<file path="src/rtl/drc_pkg.sv">
package drc_pkg;
  // Two-rail code of one bit, packed as {true rail, false rail}
  typedef enum logic [1:0] {
    RAIL_SPACER = 2'b00,
    RAIL_ZERO   = 2'b01,
    RAIL_ONE    = 2'b10,
    RAIL_BAD    = 2'b11
  } rail_code_e;

  function automatic logic rail_has_value(input rail_code_e c);
    return (c != RAIL_SPACER);
  endfunction

  function automatic logic rail_illegal(input rail_code_e c);
    return (c == RAIL_BAD);
  endfunction
endpackage

</file>
<file path="src/rtl/drc_bit_flags.sv">
module drc_bit_flags
  import drc_pkg::*;
#(
  parameter int N = 8
) (
  input  logic [N-1:0] t,
  input  logic [N-1:0] f,
  output logic [N-1:0] has_val,
  output logic [N-1:0] bad
);
  for (genvar i = 0; i < N; i++) begin : g_bit
    rail_code_e code;
    assign code       = rail_code_e'({t[i], f[i]});
    assign has_val[i] = rail_has_value(code);
    assign bad[i]     = rail_illegal(code);
  end
endmodule

</file>
<file path="src/rtl/drc_celement.sv">
module drc_celement #(
  parameter int N = 8
) (
  input  logic         clk,
  input  logic         rst,
  input  logic [N-1:0] in_flags,
  output logic         q
);
  logic all_high;
  logic all_low;
  logic q_next;

  assign all_high = &in_flags;
  assign all_low  = ~|in_flags;

  always_comb begin
    q_next = q;
    if (all_high)     q_next = 1'b1;
    else if (all_low) q_next = 1'b0;
  end

  always_ff @(posedge clk) begin
    if (rst) q <= 1'b0;
    else     q <= q_next;
  end
endmodule

</file>
<file path="src/rtl/drc_err_reg.sv">
module drc_err_reg #(
  parameter int N = 8
) (
  input  logic         clk,
  input  logic         rst,
  input  logic [N-1:0] bad,
  output logic         err
);
  always_ff @(posedge clk) begin
    if (rst) err <= 1'b0;
    else     err <= |bad;
  end
endmodule

</file>
<file path="src/rtl/dual_rail_done.sv">
module dual_rail_done #(
  parameter int N = 8
) (
  input  logic         clk,
  input  logic         rst,
  input  logic [N-1:0] t,
  input  logic [N-1:0] f,
  output logic         done,
  output logic         err
);
  logic [N-1:0] has_val;
  logic [N-1:0] bad;

  drc_bit_flags #(.N(N)) u_flags (
    .t(t), .f(f), .has_val(has_val), .bad(bad)
  );

  drc_celement #(.N(N)) u_merge (
    .clk(clk), .rst(rst), .in_flags(has_val), .q(done)
  );

  drc_err_reg #(.N(N)) u_err (
    .clk(clk), .rst(rst), .bad(bad), .err(err)
  );
endmodule

</file>
<file path="config.mk">
export PLATFORM = sky130hd
export DESIGN_NAME = dual_rail_done
export DESIGN_NICKNAME = d
export VERILOG_FILES = /design/src/rtl/drc_pkg.sv /design/src/rtl/drc_bit_flags.sv /design/src/rtl/drc_celement.sv /design/src/rtl/drc_err_reg.sv /design/src/rtl/dual_rail_done.sv
export SDC_FILE = /design/constraint.sdc
export NUM_CORES = 1
export LEC_CHECK = 0
export BUFFER_PORTS_ARGS = -buffer_cell sky130_fd_sc_hd__buf_2
export CAP_MARGIN = 20
export CORE_AREA = 2 2 39 41
export CTS_CLUSTER_DIAMETER = 40
export DETAILED_ROUTE_END_ITERATION = 8
export DIE_AREA = 0 0 41 43
export PLACE_DENSITY = 0.46
export SLEW_MARGIN = 15
export SYNTH_ARGS = -nofsm -noshare
export SYNTH_HDL_FRONTEND = slang
export SYNTH_SLANG_ARGS = --single-unit
</file>
<file path="constraint.sdc">
create_clock -name clk -period 0.94 [get_ports clk]
set_input_delay 0.188 -clock clk [delete_from_list [all_inputs] [get_ports clk]]
set_output_delay 0.188 -clock clk [all_outputs]
set_load 0.05 [all_outputs]
</file>
Yosys cells after proc, flatten, opt, wreduce, memory -nomap -nowiden
Cells that the tools add are included.
{"block": "classes", "n_eq_ne": 9, "n_mux": 2, "reduce_logical": 11}
{"operator": "$eq A2 B2 Y1 const B", "count": 8}
{"operator": "$reduce_bool A2 Y1", "count": 8}
{"operator": "$reduce_or A8 Y1", "count": 2}
{"operator": "$reduce_and A8 Y1", "count": 1}
{"operator": "$mux W1", "count": 2}
{"operator": "$ne A2 B1 Y1 const B", "count": 1}
{"block": "word_totals", "register_bits": 2, "input_bits": 18, "output_inout_bits": 2, "word_cells": 24}

Logic depth before layout (Yosys ltp)
{"block": "depth", "word_depth": 4, "mapped_depth": 3, "mapped_depth_nobuf": 3}

Hierarchy
A second synthesis with hierarchy kept.
{"block": "hier_totals", "hier_cells": 29, "area_unflattened_um2": 231.5}
{"module": "drc_bit_flags", "instances": 1, "cells_each": 16, "area_per_inst_um2": 110.1}
{"module": "drc_celement", "instances": 1, "cells_each": 9, "area_per_inst_um2": 83.8}
{"module": "drc_err_reg", "instances": 1, "cells_each": 4, "area_per_inst_um2": 37.5}

Worst setup path before layout
OpenSTA, ideal clock, no wires.
{"block": "synth_timing", "kind": "input -> register", "start": "input t[5]", "end": "register u_merge.q", "setup_ps": 117, "t_arrival_ps": 783, "path_slack_ps": 40, "path_stages": 3, "path_buffers": 0, "cell_sequence": "nor4_2 nand4_1 a32o_1"}
{"block": "synth_between", "elab_chain_len": 3}
{"element": "start, declared", "line_no": "dual_rail_done.sv:6", "text": "input logic [N-1:0] t,"}
{"element": "$reduce_bool A2 Y1 (*)", "line_no": "drc_pkg.sv:11", "text": "return (c != RAIL_SPACER);"}
{"element": "$reduce_or A8 Y1 or $reduce_and A8 Y1 (tied branches)", "line_no": "drc_celement.sv:14, drc_celement.sv:13"}
{"element": "$ne A2 B1 Y1 (no source line) or $mux W1 (tied branches)"}
{"element": "end signal, assigned", "line_no": "drc_celement.sv:24", "text": "else q <= q_next;"}
{"element": "end, declared", "line_no": "drc_celement.sv:7", "text": "output logic q"}
Every way passes the cells marked *; elsewhere a longest branch is shown, timed or not.
A chain may end at the register's enable or synchronous reset.

Final worst setup path
{"block": "layout_timing", "start": "register u_merge.q", "end": "output done"}
{"element": "end, declared", "line_no": "dual_rail_done.sv:8", "text": "output logic done,"}
No word-level cell between the ends.

==> results summary <==
After legalization and detailed placement, the total HPWL measured 626 um. The post-synthesis average cell area came out at 8.82 um2. The pin slew with the least headroom to its limit came out at 0.231 ns. The count of vias placed by the detailed router is between 300 and 400.

On the final layout, the worst clock skew is 0 ns. Leaving out fill and tap cells, the most frequent cell in the layout is sky130_fd_sc_hd__buf_2. The worst setup path is captured at an output pin. STA classifies the critical path startpoint as a register. The run finished with clean final reports. The switching share of power came out at 28.0%. The H-tree depth reported by CTS is 1. The count of final max-slew check failures came out at 0. By area the synthesized netlist is led by sky130_fd_sc_hd__nor4_2 27%, sky130_fd_sc_hd__dfxtp_1 22%, sky130_fd_sc_hd__a22oi_1 16%.

In the global route stage, overall resource usage came out at 9.22%. The quantity of gates resized following cts is 2. The I/O pin total came out at 20. The largest fanout on the critical path came out at 2. The final design utilization came out at between 20% and 30%.

The endpoint required time on the critical path came out at 0.75 ns. The cell count after placement is 66. In the routed layout, each cell is associated on average with a via count of 4.52. The power per cell area came out at 1070 nW/um2. The worst setup path is of the reg -> out kind. For this run, the top clock speed supported by timing is between 1000 and 1500 MHz.

The clock tree buffer depth came out at 2. Clock tree synthesis selected as its root buffer the cell sky130_fd_sc_hd__clkbuf_4. The synthesized design spends more area on one cell type than any other, namely sky130_fd_sc_hd__nor4_2.

The share of synthesized area in the top cell type comes to 27.0%. The first-pass detailed-route iteration total came out at 2. In this run the power spent charging and discharging nets is 0.122 mW. The post-detailed-route count of antenna-violating nets is 0. The slowest cell on the critical path is sky130_fd_sc_hd__dfxtp_1. For this design, the sink count on the clock tree is 2. In this run, the clock network consumes 41.7% of the power. The number of distinct standard cells referenced by the synthesized netlist came out at 10.

The quantity of hold-fixing buffers added after cts is 0. The final setup TNS is 0 ns. Setup repair after global routing left no endpoint under its margin. The standard cell core area came out at 1380 um2.

Routability-driven placement finished with a final weighted congestion of roughly 0.63. The die extent in x is 41 um. The static power due to leakage is around 0.19 nW. The post-route fraction of the period consumed by the critical path came out at 96.8%.

The max-slew headroom at the worst pin came out at a little over four fifths. Global routing finished with a remaining overflow of 0. The internal power consumption is 0.314 mW. The signal on the critical path passes through buf_6. After the last flow step, the layout net total stands at 73.

The remaining design rule violation count came out at 0. The first global-routing pass estimated ~1100 um of wire. The layout overhead on the synthesized area came out at 120%. The time the final worst path needs with I/O delays and setup came out at 0.910 ns. Hold is met by 0.164 ns.

The count of non-filler cells in the finished layout is 69. The floorplan step set the die height to 43 um. In this run, CTS created clock tree buffers numbering 3. The number of global-route vias before repair came out at 297. After the first detailed-routing iteration, the DRC count stood at 7.

Counting both buffers and inverters, the worst setup path holds a total of 1. The maximum number of pins on one net before global-route repair came out at 4. The hold violation count in the final report was 0. Post-CTS timing repair inserted 0 buffers for setup. The effective utilization at floorplan came out at a little over an eighth. The instance area after placement is 375 um2. The number of nets in the synthesized netlist came out at 39. The initial antenna violation count was 0. The finished cells cover 407 um2.

The Yosys step of the flow raised 0 warnings. The instance count of the mapped netlist is 21. At the placement stage, the worst setup path has a slack of -0.168 ns. The design draws 0.436 mW. The detailed-route wire length per cell is roughly 10 um. IR analysis of the VDD net gives a maximum drop of 0.312 mV. Setup violations remaining at the end of the flow were counted as 0.

Synthesis inferred 2 register bits. The row count came out at 14. The worst stage delay on the critical path is approximately 0.34 ns. 0 antenna diodes ended up in the layout.

The fraction of power consumed by combinational cells came out at 36.5%. The count of port buffers added during placement is 19. The post-synth design cell area came out at 185 um2. Summing the sequential cell areas from Yosys gives between 20 and 25% of the chip area. The count of max-cap constraint violations came out at 0. The worst hold path belongs to the class in -> reg.

In the final layout, the share of cells above drive strength 1 is approximately two thirds. The top cell types in the final layout, fill and taps aside, are 17 x sky130_fd_sc_hd__buf_2, 11 x sky130_fd_sc_hd__buf_4, 4 x sky130_fd_sc_hd__nor4_2, 4 x sky130_fd_sc_hd__a22oi_1. The sequential group share of total power is a little over a fifth. The die covers about 1800 um2. Summed over all layers, the routed wires come to roughly 700 um. TritonCTS built the clock tree. Broken down by cell family, the worst path's largest delay share belongs to flip-flops.

The minimum setup slack in the final design is approximately 0.030 ns. The latest clock arrival within the worst-skew pair came out at around 0.22 ns. The clock edge transition at the registers on the reported setup and hold paths is around 0.030 ns.

The minimum setup slack among reg-to-reg paths is 0.31 ns. The filler cells instantiated in the layout total 145. Data on the critical path arrives at its endpoint at 0.72 ns.
cell type report:
class                           count  area [um2]  area share, %
Clock buffer                        3        22.5           5.54
Multi-Input combinational cell     18         141           34.8
Sequential cell                     2        40.0           9.85
Inverter                            1        3.75          0.923
Timing Repair Buffer               29         179           44.0
Tap cell                           16        20.0           4.92
sequential cells by signal (all words and copies together), names as in the netlist:
register   cells
u_err.err      1
u_merge.q      1
layer usage:
| layer | GRT usage (%) | vias to the layer above | part of all wire, % |
|---|---|---|---|
| met5 | 0 | - | 0 |
| met4 | 6.00 | 0 | 0 |
| met3 | 5.24 | 0 | 14 |
| met2 | 13.4 | 16 | 44 |
| met1 | 9.58 | 137 | 42 |
| li1 | - | 159 | - |
cells in the mapped netlist:
library cell,instances
sky130_fd_sc_hd__a22oi_1,4
sky130_fd_sc_hd__a32o_1,1
sky130_fd_sc_hd__a41oi_1,1
sky130_fd_sc_hd__dfxtp_1,2
sky130_fd_sc_hd__inv_1,1
sky130_fd_sc_hd__nand4_1,1
sky130_fd_sc_hd__nor2_1,3
sky130_fd_sc_hd__nor4_1,1
sky130_fd_sc_hd__nor4_2,4
sky130_fd_sc_hd__o22ai_1,3
cells by family (layout without fill, tap and decap cells):
family	Yosys count	count (layout)	synth area share [%]
AOI/OAI and AO/OA	9	9	36.5
and+or+nand+nor	9	9	39.9
DFF	2	2	21.6
buffers and inverters	1	33	2.03
final timing paths:
check / from / to / cells after the start
max: u_merge.q / done / 1
min: rst / u_err.err / 2
max reg2reg: u_merge.q / u_merge.q / 1
min reg2reg: u_merge.q / u_merge.q / 1
power groups by stage:
| stage | Combinational, mW | Clock, mW | Sequential, mW |
|---|---|---|---|
| 5_1_grt | 0.172 | 0.195 | 0.0952 |
| 2_1_floorplan | 0.0310 | 0 | 0.117 |
| 6_report | 0.159 | 0.182 | 0.0948 |
| 4_1_cts | 0.159 | 0.191 | 0.0944 |
| 3_3_place_gp | 0.157 | 0 | 0.0949 |
| 3_5_place_dp | 0.155 | 0 | 0.0950 |
No activity file was read; power rests on OpenSTA's default activity.
